### src/rtl/pmu_part_pkg.sv
package pmu_part_pkg;
  typedef struct packed {
    logic upper_en;
    logic long_cnt;
    logic lower_prohibit;
    logic cyc_dis;
    logic cyc_link;
  } pmu_flags_t;

  localparam logic [1:0] PrivHyp = 2'd2;
endpackage

### src/rtl/pmu_split_ctl.sv
module pmu_split_ctl
  import pmu_part_pkg::*;
#(
  parameter int unsigned NUM_EVT = 4,
  parameter int unsigned SPLIT_W = 5
) (
  input  logic               clk_i,
  input  logic               rst_ni,
  input  logic               we_i,
  input  logic [SPLIT_W-1:0] split_i,
  input  pmu_flags_t         flags_i,
  output logic [SPLIT_W-1:0] eff_split_o,
  output pmu_flags_t         flags_o
);
  localparam logic [SPLIT_W-1:0] SplitMax = SPLIT_W'(NUM_EVT);

  logic [SPLIT_W-1:0] split_q;
  pmu_flags_t         flags_q;

  always_ff @(posedge clk_i or negedge rst_ni) begin
    if (!rst_ni) begin
      split_q <= SplitMax;
      flags_q <= '0;
    end else if (we_i) begin
      split_q <= split_i;
      flags_q <= flags_i;
    end
  end

  // out-of-range split behaves as "all lower"
  always_comb begin
    if (split_q == '0 || split_q > SplitMax) eff_split_o = SplitMax;
    else                                   eff_split_o = split_q;
  end

  assign flags_o = flags_q;

  a_r2_split_in_range: assert property (@(posedge clk_i) disable iff (!rst_ni)
    (eff_split_o != '0) && (eff_split_o <= SplitMax));
endmodule

### src/rtl/pmu_gate.sv
module pmu_gate
  import pmu_part_pkg::*;
#(
  parameter int unsigned NUM_EVT = 4,
  parameter int unsigned SPLIT_W = 5
) (
  input  logic [SPLIT_W-1:0] eff_split_i,
  input  pmu_flags_t         flags_i,
  input  logic [1:0]         priv_lvl_i,
  input  logic [NUM_EVT-1:0] evt_i,
  input  logic [NUM_EVT-1:0] cnt_en_i,
  input  logic               cyc_tick_i,
  input  logic               cyc_en_i,
  output logic [NUM_EVT:0]   inc_o,
  output logic [NUM_EVT:0]   wide_o
);
  logic at_hyp;
  assign at_hyp = (priv_lvl_i == PrivHyp);

  for (genvar i = 0; i < NUM_EVT; i++) begin : g_evt
    localparam logic [SPLIT_W-1:0] Idx = SPLIT_W'(i);
    logic in_upper;
    assign in_upper = (Idx >= eff_split_i);
    always_comb begin
      if (in_upper) begin
        inc_o[i]  = evt_i[i] & cnt_en_i[i] & flags_i.upper_en;
        wide_o[i] = flags_i.long_cnt;
      end else begin
        inc_o[i]  = evt_i[i] & cnt_en_i[i] & ~(at_hyp & flags_i.lower_prohibit);
        wide_o[i] = 1'b0;
      end
    end
  end

  assign inc_o[NUM_EVT]  = cyc_tick_i & cyc_en_i &
                           ~(at_hyp & (flags_i.cyc_dis |
                                       (flags_i.lower_prohibit & flags_i.cyc_link)));
  assign wide_o[NUM_EVT] = 1'b1;
endmodule

### src/rtl/pmu_cnt_cell.sv
module pmu_cnt_cell #(
  parameter int unsigned CNT_W = 64,
  parameter int unsigned LOW_W = 32
) (
  input  logic             clk_i,
  input  logic             rst_ni,
  input  logic             inc_i,
  input  logic             wide_i,
  input  logic             wr_i,
  input  logic [CNT_W-1:0] wr_data_i,
  input  logic             clr_i,
  output logic [CNT_W-1:0] val_o,
  output logic             ovf_o
);
  logic [CNT_W-1:0] val_q;
  logic             ovf_q;
  logic             wrap;

  assign wrap = wide_i ? (&val_q) : (&val_q[LOW_W-1:0]);

  always_ff @(posedge clk_i or negedge rst_ni) begin
    if (!rst_ni)     val_q <= '0;
    else if (wr_i)   val_q <= wr_data_i;
    else if (inc_i)  val_q <= val_q + 1'b1;
  end

  // set beats clear; a write suppresses the increment and its overflow
  always_ff @(posedge clk_i or negedge rst_ni) begin
    if (!rst_ni)                       ovf_q <= 1'b0;
    else if (inc_i && !wr_i && wrap)   ovf_q <= 1'b1;
    else if (clr_i)                    ovf_q <= 1'b0;
  end

  assign val_o = val_q;
  assign ovf_o = ovf_q;

  a_r9_write_wins: assert property (@(posedge clk_i) disable iff (!rst_ni)
    wr_i |=> (val_o == $past(wr_data_i)));
  a_r3_hold_idle: assert property (@(posedge clk_i) disable iff (!rst_ni)
    (!inc_i && !wr_i) |=> $stable(val_o));
  a_r8_sticky: assert property (@(posedge clk_i) disable iff (!rst_ni)
    (ovf_o && !clr_i) |=> ovf_o);
  a_r7_no_spurious_ovf: assert property (@(posedge clk_i) disable iff (!rst_ni)
    (!ovf_o && !(inc_i && !wr_i)) |=> !ovf_o);
endmodule

### src/rtl/pmu_part_bank.sv
module pmu_part_bank
  import pmu_part_pkg::*;
#(
  parameter int unsigned NUM_EVT = 4,
  parameter int unsigned CNT_W   = 64,
  parameter int unsigned LOW_W   = 32,
  parameter int unsigned SPLIT_W = 5,
  parameter int unsigned IW      = $clog2(NUM_EVT + 1)
) (
  input  logic                     clk_i,
  input  logic                     rst_ni,
  input  logic [1:0]               priv_lvl_i,
  input  logic [NUM_EVT-1:0]       evt_i,
  input  logic [NUM_EVT-1:0]       cnt_en_i,
  input  logic                     cyc_tick_i,
  input  logic                     cyc_en_i,
  input  logic                     ctl_we_i,
  input  logic [SPLIT_W-1:0]       ctl_split_i,
  input  logic                     ctl_upper_en_i,
  input  logic                     ctl_long_i,
  input  logic                     ctl_prohibit_i,
  input  logic                     ctl_cyc_dis_i,
  input  logic                     ctl_link_i,
  input  logic [NUM_EVT:0]         ovf_clr_i,
  input  logic                     wr_en_i,
  input  logic [IW-1:0]            wr_idx_i,
  input  logic [CNT_W-1:0]         wr_data_i,
  input  logic [IW-1:0]            rd_idx_i,
  output logic [CNT_W-1:0]         rd_data_o,
  output logic [NUM_EVT*CNT_W-1:0] evt_cnt_o,
  output logic [CNT_W-1:0]         cyc_cnt_o,
  output logic [NUM_EVT:0]         ovf_o
);
  localparam int unsigned NumCnt = NUM_EVT + 1;

  logic [SPLIT_W-1:0] eff_split;
  pmu_flags_t         flags_in, flags;
  logic [NUM_EVT:0]   inc, wide, wr_sel;
  logic [CNT_W-1:0]   vals [NumCnt];

  assign flags_in = '{upper_en:       ctl_upper_en_i,
                      long_cnt:       ctl_long_i,
                      lower_prohibit: ctl_prohibit_i,
                      cyc_dis:        ctl_cyc_dis_i,
                      cyc_link:       ctl_link_i};

  pmu_split_ctl #(.NUM_EVT(NUM_EVT), .SPLIT_W(SPLIT_W)) u_ctl (
    .clk_i       (clk_i),
    .rst_ni      (rst_ni),
    .we_i        (ctl_we_i),
    .split_i     (ctl_split_i),
    .flags_i     (flags_in),
    .eff_split_o (eff_split),
    .flags_o     (flags)
  );

  pmu_gate #(.NUM_EVT(NUM_EVT), .SPLIT_W(SPLIT_W)) u_gate (
    .eff_split_i (eff_split),
    .flags_i     (flags),
    .priv_lvl_i  (priv_lvl_i),
    .evt_i       (evt_i),
    .cnt_en_i    (cnt_en_i),
    .cyc_tick_i  (cyc_tick_i),
    .cyc_en_i    (cyc_en_i),
    .inc_o       (inc),
    .wide_o      (wide)
  );

  for (genvar k = 0; k < NumCnt; k++) begin : g_cnt
    assign wr_sel[k] = wr_en_i && (wr_idx_i == IW'(k));
    pmu_cnt_cell #(.CNT_W(CNT_W), .LOW_W(LOW_W)) u_cell (
      .clk_i     (clk_i),
      .rst_ni    (rst_ni),
      .inc_i     (inc[k]),
      .wide_i    (wide[k]),
      .wr_i      (wr_sel[k]),
      .wr_data_i (wr_data_i),
      .clr_i     (ovf_clr_i[k]),
      .val_o     (vals[k]),
      .ovf_o     (ovf_o[k])
    );
  end

  for (genvar k = 0; k < NUM_EVT; k++) begin : g_out
    assign evt_cnt_o[k*CNT_W +: CNT_W] = vals[k];
  end
  assign cyc_cnt_o = vals[NUM_EVT];

  always_comb begin
    rd_data_o = '0;
    for (int k = 0; k < NumCnt; k++) begin
      if (rd_idx_i == IW'(k)) rd_data_o = vals[k];
    end
  end

  // counter 0 is always in the lower range
  a_r5_lower_prohibited: assert property (@(posedge clk_i) disable iff (!rst_ni)
    (priv_lvl_i == PrivHyp && flags.lower_prohibit && !wr_sel[0]) |=> $stable(vals[0]));
  a_r6_cyc_disabled: assert property (@(posedge clk_i) disable iff (!rst_ni)
    (priv_lvl_i == PrivHyp && flags.cyc_dis && !wr_sel[NUM_EVT]) |=> $stable(vals[NUM_EVT]));
  a_r4_upper_off: assert property (@(posedge clk_i) disable iff (!rst_ni)
    (!flags.upper_en && eff_split <= SPLIT_W'(NUM_EVT - 1) && !wr_sel[NUM_EVT-1])
      |=> $stable(vals[NUM_EVT-1]));
endmodule

### config.mk
export PLATFORM = sky130hd
export DESIGN_NAME = pmu_part_bank
export DESIGN_NICKNAME = d
export VERILOG_FILES = /design/src/rtl/pmu_part_pkg.sv /design/src/rtl/pmu_split_ctl.sv /design/src/rtl/pmu_gate.sv /design/src/rtl/pmu_cnt_cell.sv /design/src/rtl/pmu_part_bank.sv
export SDC_FILE = /design/constraint.sdc
export NUM_CORES = 1
export LEC_CHECK = 0
export BUFFER_PORTS_ARGS = -buffer_cell sky130_fd_sc_hd__buf_4
export CAP_MARGIN = 15
export CELL_PAD_IN_SITES_DETAIL_PLACEMENT = 0
export CELL_PAD_IN_SITES_GLOBAL_PLACEMENT = 1
export CORE_ASPECT_RATIO = 2
export CORE_MARGIN = 5
export CORE_UTILIZATION = 41
export CTS_CLUSTER_SIZE = 10
export DETAILED_ROUTE_END_ITERATION = 6
export GPL_TIMING_DRIVEN = 0
export PLACE_DENSITY_LB_ADDON = 0.1
export SKIP_LAST_GASP = 1
export SYNTH_ARGS = -nofsm -noshare
export SYNTH_HDL_FRONTEND = slang
export SYNTH_HIERARCHICAL = 1
export SYNTH_SLANG_ARGS = --single-unit
### constraint.sdc
create_clock -name clk_i -period 4.1 [get_ports clk_i]
set_input_delay 0.615 -clock clk_i [delete_from_list [all_inputs] [get_ports clk_i]]
set_output_delay 0.615 -clock clk_i [all_outputs]
set_load 0.03 [all_outputs]
# After elaboration in Yosys (flattened, before gate mapping)
# Cells that the tools add are included.
[word_totals]
ff_bits = 335
[classes]
eq_ne = 9
reduce_logical = 43
order_cmp = 5
n_mux = 38
bitwise = 20
addsub = 5
[op_table]
columns = ["op", "n"]
rows = [
  ["64-bit 2-to-1 mux", 15],
  ["64-bit by 1-bit adder with 64-bit output, second input constant", 5],
  ["64-bit AND reduction", 5],
  ["32-bit AND reduction", 4],
  ["1-bit 2-to-1 mux", 22],
  ["2-bit nonzero test", 10],
  ["1-bit bitwise AND", 17],
  ["1-bit logical AND", 15],
  ["3-bit by 2-bit == test with 1-bit output, second input constant", 4],
  ["1-bit by 5-bit >= comparator with 1-bit output, first input constant", 2],
  ["2-bit by 5-bit >= comparator with 1-bit output, first input constant", 2],
  ["3-bit by 1-bit == test with 1-bit output, second input constant", 2],
  ["3-bit == test, second input constant", 2],
  ["3-bit zero test", 2],
  ["5-bit by 3-bit > comparator with 1-bit output, second input constant", 1],
  ["1-bit zero test", 5],
  ["5-bit zero test", 1],
  ["5-bit 2-to-1 mux", 1],
  ["2-bit == test, second input constant", 1],
  ["1-bit inverter", 2],
  ["1-bit logical OR", 1],
  ["1-bit bitwise OR", 1],
]

# Logic depth before layout (Yosys ltp)
# Gate-level depths: netlist of the first run.
[logic_depth]
word_depth = 8
mapped_depth = 14
ltp_nobuf = 10

# By module
# The synthesis of the first run kept the hierarchy.
[by_module_without_submodules]
columns = ["module", "cells_each", "area_each_um2", "n_inst", "seq_area_each_um2"]
rows = [
  ["pmu_cnt_cell (g_cnt[0].u_cell ...)", 441, 3792.4, 4, 1626.6],
  ["pmu_cnt_cell (g_cnt[2].u_cell)", 434, 3751.1, 1, 1626.6],
  ["pmu_part_bank", 379, 2516.2, 1, 0.0],
  ["pmu_split_ctl", 28, 454.2, 1, 251.5],
  ["pmu_gate", 31, 192.7, 1, 0.0],
]

# Least setup slack after synthesis of the first run
# No wires, ideal clock.
[synth_path]
kind = "register to register"
start = "reg u_ctl.split_q[4]"
end = "reg g_cnt[2].u_cell.val_q[57]"
arrival_ps = 3391
stages_incl_launch_ff = 13
setup_time_ps = 82
slack_ps = 627
synth_period_minus_slack_ps = 3473
path_cell_list = "dfrtp_1 > nor3_1 > o21ai_0 > nor3_1 > a21oi_1 > nor3_1 > and4_1 > buf_2 > nand3_2 > or4_1 > buf_2 > or4_1 > a31oi_1"
[synth_via]
elab_chain_cells = 6
word_cells_on_any_way = 7
classes_between = "order compare (2); mux (2); reduce/logical (3)"
[synth_lines]
columns = ["item", "line", "rtl"]
rows = [
  ["start: declaration", "pmu_split_ctl.sv:17", "logic [SPLIT_W-1:0] split_q;"],
  ["start signal: assignment", "pmu_split_ctl.sv:22", "split_q <= SplitMax;"],
  ["start signal: assignment", "pmu_split_ctl.sv:25", "split_q <= split_i;"],
  ["5-bit by 3-bit > comparator with 1-bit output or 5-bit zero test (tied branches)", "pmu_split_ctl.sv:32", "if (split_q == '0 || split_q > SplitMax) eff_split_o = SplitMax;"],
  ["1-bit logical OR (*)", "pmu_split_ctl.sv:32", ""],
  ["5-bit 2-to-1 mux (*)", "pmu_split_ctl.sv:32", ""],
  ["net eff_split[2]", "pmu_part_bank.sv:36", "logic [SPLIT_W-1:0] eff_split;"],
  ["2-bit by 5-bit >= comparator with 1-bit output (*)", "pmu_gate.sv:23", "assign in_upper = (Idx >= eff_split_i);"],
  ["1-bit 2-to-1 mux (*)", "pmu_gate.sv:25", "if (in_upper) begin"],
  ["net inc[2]", "pmu_part_bank.sv:38", "logic [NUM_EVT:0] inc, wide, wr_sel;"],
  ["2-bit nonzero test (no source line) (*)", "n/a", ""],
  ["end signal: assignment", "pmu_cnt_cell.sv:23", "else if (wr_i) val_q <= wr_data_i;"],
  ["end signal: assignment", "pmu_cnt_cell.sv:24", "else if (inc_i) val_q <= val_q + 1'b1;"],
  ["end: declaration", "pmu_cnt_cell.sv:15", "logic [CNT_W-1:0] val_q;"],
]
# The timed path passes the listed nets; every way through them passes the cells marked *.
# A chain may end at the register's enable or synchronous reset.

# Final worst setup path of the first run
[layout_path]
start = "reg u_ctl.split_q[4]"
end = "reg g_cnt[1].u_cell.val_q[57]"
[layout_via]
elab_chain_cells = 6
word_cells_on_any_way = 7
classes_between = "order compare (2); mux (2); reduce/logical (3)"
[layout_lines]
columns = ["item", "line"]
rows = [
  ["5-bit by 3-bit > comparator with 1-bit output or 5-bit zero test (tied branches)", "pmu_split_ctl.sv:32"],
  ["1-bit logical OR (*)", "pmu_split_ctl.sv:32"],
  ["5-bit 2-to-1 mux (*)", "pmu_split_ctl.sv:32"],
  ["net eff_split[2]", "pmu_part_bank.sv:36"],
  ["1-bit by 5-bit >= comparator with 1-bit output (*)", "pmu_gate.sv:23"],
  ["1-bit 2-to-1 mux (*)", "pmu_gate.sv:25"],
  ["net inc[1]", "pmu_part_bank.sv:38"],
  ["2-bit nonzero test (no source line) (*)", "n/a"],
  ["end signal: assignment", "pmu_cnt_cell.sv:23"],
  ["end signal: assignment", "pmu_cnt_cell.sv:24"],
  ["end: declaration", "pmu_cnt_cell.sv:15"],
]
# Marked as above.

==> metrics, run 1 <==
status complete, no violations; count of pins over their slew limit 0; via count about 25000; Worst Setup Slack, final roughly 0.19 ns; max_cap viols 0; DRC Markers 0; top cells by count, synth nand2_1, dfrtp_1, o21ai_0; fraction of layout cells with a size suffix above 1 approximately 23%; Total Wirelength between 100000 and 150000 um; fill count approximately 5300; Slew @ Worst Pin roughly 1.3 ns; Critical Path AT 4.32 ns; Fin. Hold Viols 0; area leader, netlist dfrtp_1; CTS tree done; Layout area overhead 26.0%; CTS max path bufs 3; cells after synthesis about 2600; Max-Slew Margin vs Limit between 10% and 20%; drt first pass iters 6; Iter 0 DRT Violations 2374; count of cell types in the netlist 57; register area share after synthesis about 38%; die width ~170 um; number of synthesized flops with an enable pin 0; number of vias per cell 6.61; Critical Path Fanout Max 10; initial antenna violation count 1; most frequent cell after synthesis nand2_1; Antenna Nets Post-Route 0; worst-case hold slack approximately 0.24 ns; Max Clk Rate approximately 260 MHz; Hold Path Cell Cnt 2; Syn Area/Cell between 8 and 9 um2; pwr dens roughly 520 nW/um2; clk slew on worst S/H paths 0.06 ns; Setup crit start kind register; CORE AREA roughly 53000 um2; Hold Path Class in -> reg; post-place instance area between 20000 and 30000 um2; Post-Place Setup Slack -0.398 ns; clock skew around 0.018 ns; first-pass GRT wire length roughly 180000 um; Peak VDD IR around 0.39 mV; Clock Latency Late Sink around 0.56 ns; min cycle time layout about 3.9 ns; largest cells by area after synthesis dfrtp_1, nand2_1, o21ai_0; synth warn 6; Setup CP Type reg -> reg; fin nets around 3300; CP Data Required Time roughly 4.5 ns; GR Overflow Total 0; I/O pin count just under 500; largest net degree at the start of global routing approximately 110; routed len/inst between 30 and 40 um; Leak Pwr 10.6 nW; setup TNS 0 ns; Rows 120; Post-DP HPWL about 100000 um; IO buf count a little under 500; Initial Util 41.3%; Final Cycle Share between 90 and 100%; Die Y 338 um; Finished Cell Area around 28000 um2; asr flop ratio synth 100%; FF+latch count, synth around 340; Root Driver clkbuf_16; GP Congestion 1.03; TritonCTS Buffers 39; final-report setup violation count 0; RSZ-0062 raised after global routing no; Critical Path Sink Type register; FF-to-FF path depth 14; main flop type after synthesis dfrtp_1; vias in the first global route 25600; # clock sinks ~340; GRT Overall Usage 40.9%; die area ~60000 um2; Tot Pwr 14.5 mW; post-synth top area share a little under two fifths; Max H-tree Level 2; mapped cell area around 22000 um2
-- state kept, by name (all words and copies together) (netlist names) --
name	cells
u_ctl/flags_o	5
u_ctl/split_q	5
g_cnt.u_cell/ovf_o	5
g_cnt.u_cell/val_o	320
-- path summary, 6_finish.rpt --
check,from,endpoint,slack [ns]
setup reg to reg,u_ctl/split_q[4],g_cnt[1].u_cell/val_o[57],0.19
hold / removal,ovf_clr_i[4],g_cnt[4].u_cell/ovf_o,0.24
max in group asynchronous,rst_ni,g_cnt[2].u_cell/val_o[6],1.61
hold reg to reg,g_cnt[0].u_cell/ovf_o,g_cnt[0].u_cell/ovf_o,0.53
min in group asynchronous,rst_ni,g_cnt[0].u_cell/val_o[44],0.55
setup / recovery,u_ctl/split_q[4],g_cnt[1].u_cell/val_o[57],0.19
-- cells by family (layout without fill, tap and decap cells) --
kind of cell,Yosys count,in the layout,synth area share [%]
simple gates,1262,1262,29.7
mux,89,89,4.68
other cells,2,4,0.0340
flops,335,335,38.0
xor+xnor,194,194,7.69
buf+inv,172,719,3.48
fa+ha+maj,5,5,0.283
compound gates,577,577,16.1
-- critical path, stage by stage, from the launching register on --
cell and delay (ns):
dfrtp_1 0.40, nor3_2 0.22, o21ai_0 0.16, or3_4 0.39, buf_6 0.14, o21ai_2 0.09, and4b_2 0.36, and4_1 0.20
buf_2 0.17, nand3_2 0.19, or4_1 0.54, buf_2 0.22, clkbuf_2 0.26, o31ai_2 0.29, a31oi_1 0.11
-- cells in the final DEF, fill, tap and decap left out, types with 24 or more instances in the layout --
cell / count
a32oi_1: 64
o21ai_0: 258
buf_2: 27
mux2_2: 74
and4_1: 46
dfrtp_1: 334
nor2_1: 239
nand3_1: 114
nand2_1: 368
xor2_1: 99
and3_1: 49
or3_1: 73
clkbuf_1: 116
nor3_1: 24
xnor2_1: 95
buf_4: 499
or4_1: 66
nor4_1: 58
a31oi_1: 185
nand4_1: 144
clkbuf_16: 39
o31ai_1: 48
-- layout make-up --
cell class              instances  area [um2]  area share [%]
multi-input cells            2130       13000            46.7
flip-flops and latches        335        8380            30.1
repair buffers                495        3790            13.6
clock buffers                  51        1020            3.67
well taps                     671         840            3.02
plain buffers                 151         697            2.50
inverters                      21        78.8           0.283
clock inverters                 1        8.76          0.0315
diodes                          1        2.50         0.00899
-- timing repair --
item                                   CTS  global route
setup buffers                            0             1
endpoints found under the hold margin   46             0
hold buffers                             1             0
setup endpoints to repair               26            69
pin swaps                                0             1
resized for setup                        5            15
-- through the flow --
stage	std cells	utilization (%)
after floorplan	2637	-
after global placement	3796	49.7
after detailed placement	3801	50.0
after CTS	3854	52.0
after global routing	3855	52.1
final	3856	52.1
-- power by group --
part	internal [mW]	switching, mW
sequential	4.01	1.71
combinational	1.98	3.56
clock	1.72	1.48
-- per-layer routing --
layer | up-vias | global-route usage [%] | share of wire (%)
met4 | 0 | 42.0 | 13
met1 | 12300 | 39.1 | 30
met2 | 1637 | 66.4 | 46
li1 | 11000 | - | -
met5 | - | 0 | 0
met3 | 549 | 13.6 | 10
No activity file was read; power rests on OpenSTA's default activity.
==> run 2, diff against run 1 <==
--- a/config.mk
+++ b/config.mk
@@ -5,15 +5,15 @@
 export SDC_FILE = /design/constraint.sdc
 export NUM_CORES = 1
 export LEC_CHECK = 0
-export BUFFER_PORTS_ARGS = -buffer_cell sky130_fd_sc_hd__buf_4
 export CAP_MARGIN = 15
 export CELL_PAD_IN_SITES_DETAIL_PLACEMENT = 0
 export CELL_PAD_IN_SITES_GLOBAL_PLACEMENT = 1
 export CORE_ASPECT_RATIO = 2
 export CORE_MARGIN = 5
-export CORE_UTILIZATION = 41
+export CORE_UTILIZATION = 48
 export CTS_CLUSTER_SIZE = 10
 export DETAILED_ROUTE_END_ITERATION = 6
+export DONT_BUFFER_PORTS = 1
 export GPL_TIMING_DRIVEN = 0
 export PLACE_DENSITY_LB_ADDON = 0.1
 export SKIP_LAST_GASP = 1
==> run 2 against run 1 <==
Net effect: the flow now finishes with violations (hold timing); non-clock buffer count is 488 lower; hold slack lost 0.51 ns; sequential power increased by 28%; flip-flop and latch count unchanged; utilization increased by 0.50 points; largest power group unchanged.
==> metrics, run 2 (same netlist as run 1, synthesis figures left out) <==
Post-DP HPWL about 93000 um; Iter 0 DRT Violations between 2000 and 3000; pwr dens roughly 540 nW/um2; Initial Util 48.3%; dpl cells ~3200; Post-Place Setup Slack -0.407 ns; Final Cycle Share a little over nine tenths; CORE AREA ~46000 um2; R2R Setup Slk approximately 0.090 ns; failing checks hold timing; fraction of layout cells with a size suffix above 1 a little under 9%; GR Overflow Total 0; DRC Markers 0; die width between 150 and 200 um; Max Clk Rate 249 MHz; CTS max path bufs 3; Antenna Nets Post-Route 0; IO buf count 0; Tot Pwr between 10 and 15 mW; drt first pass iters 6; max_cap viols 0; largest net degree at the start of global routing 336; Rows 111; final-report setup violation count 0; Reg area ~8400 um2; clock skew 0.0196 ns; fill count between 4000 and 5000; CTS tree done; commonest non-fill, non-tap cell in the layout nand2_1; GRT Overall Usage ~45%; Critical Path AT approximately 4.4 ns; count of pins over their slew limit 0; Die Y 313 um; RSZ-0062 raised after global routing no; Critical Path Sink Type register; Post-Layout Cell Count around 3300; Clock Latency Late Sink just under 0.6 ns; routed len/inst about 36 um; initial antenna violation count 4; Layout area overhead 8.76%; Fin. Hold Viols ~330; Hold Path Class in -> async; Leak Pwr 8.19 nW; Slew @ Worst Pin 1.24 ns; Setup CP Type reg -> reg; I/O pin count 490; via count about 23000; Setup crit start kind register; max reg flops 320; Root Driver clkbuf_16; Critical Path Fanout Max 10; fin nets roughly 2800; first-pass GRT wire length approximately 160000 um; status complete, but fails checks; most frequent cells in the layout nand2_1, dfrtp_1, o21ai_0; CP Data Required Time about 4.5 ns; Total Wirelength between 100000 and 150000 um; footprint of the multi-input gates ~13000 um2; GP Congestion between 1 and 1.5; vias in the first global route ~23000; Peak VDD IR roughly 0.43 mV; TritonCTS Buffers 39; worst-case hold slack -0.271 ns; number of vias per cell a little over 7; Max-Slew Margin vs Limit around 17%; Worst setup startpoint u_ctl/split_q[4]; die area between 50000 and 60000 um2; # clock sinks 335; Max H-tree Level 2; Worst Setup Slack, final 0.0901 ns; min cycle time layout between 4 and 5 ns; worst r2r src u_ctl/split_q[4]; clk slew on worst S/H paths about 0.060 ns
-- run 2: changes by cell type in the layout (fill, tap and decap cells not counted), moves of 2 or more --
cell	before	now
buf_16	3	0
buf_4	499	15
clkbuf_1	116	108
diode_2	1	8
nor3_2	5	3
nor3_4	0	2
nor4_2	4	2
-- run 2: cell type report --
type,count,area share (%)
Multi-Input combinational cell,2130,54.2
Sequential cell,335,34.9
Clock buffer,44,4.27
Tap cell,565,2.94
Buffer,151,2.89
Inverter,21,0.328
Timing Repair Buffer,7,0.260
Clock inverter,2,0.104
Antenna cell,8,0.0833
-- run 2: metal layers --
layer  track usage, %  wire length, um
met1             39.1            33100
met2             71.1            53700
met3             19.9            14700
met4             50.1            17100
met5                0               59
-- run 2: what timing repair did --
action | 4_1_cts | 5_1_grt
buffers inserted | 3 | 0
pin swaps | 2 | 0
gates resized for setup | 7 | 9
endpoints found under the setup margin | 58 | 81
hold endpoints to repair | 335 | 335
-- run 2: critical path, stage by stage, from the launching register on --
cell	delay, ns
dfrtp_1	0.39
nor3_2	0.22
o21ai_0	0.17
or3_4	0.39
buf_6	0.14
o21ai_2	0.10
and4b_2	0.37
and4_1	0.21
buf_2	0.17
nand3_2	0.20
or4_1	0.56
buf_2	0.21
clkbuf_2	0.25
o31ai_1	0.34
a31oi_1	0.12
-- run 2: where the power goes --
group / switching [mW] / leakage [nW] / internal [mW] / total, mW
clock network: 1.47 / 0.515 / 1.75 / 3.22
logic: 1.38 / 3.66 / 0.932 / 2.31
registers: 3.36 / 4.01 / 3.97 / 7.33
total: 6.21 / 8.19 / 6.65 / 12.9
-- run 2: stage by stage --
stage	utilization [%]	setup TNS (ns)	hold WS, ns	cell area, um2
final	52.6	0	-0.271	24000
after global routing	52.6	0	-0.273	24000
after CTS	52.5	0	-0.269	24000
after detailed placement	50.0	-9.49	0.328	22800
after global placement	49.9	-20.69	0.327	22800
after floorplan	-	0	0.319	22100
-- run 2: final timing paths --
check                                            end  cells past startpoint
setup / recovery           g_cnt[1].u_cell/val_o[49]                     14
hold / removal             g_cnt[0].u_cell/val_o[56]                      0
setup reg to reg           g_cnt[1].u_cell/val_o[49]                     14
hold reg to reg                     u_ctl/flags_o[0]                      1
max in group asynchronous  g_cnt[4].u_cell/val_o[12]                      0
min in group clk_i             g_cnt[1].u_cell/ovf_o                      1
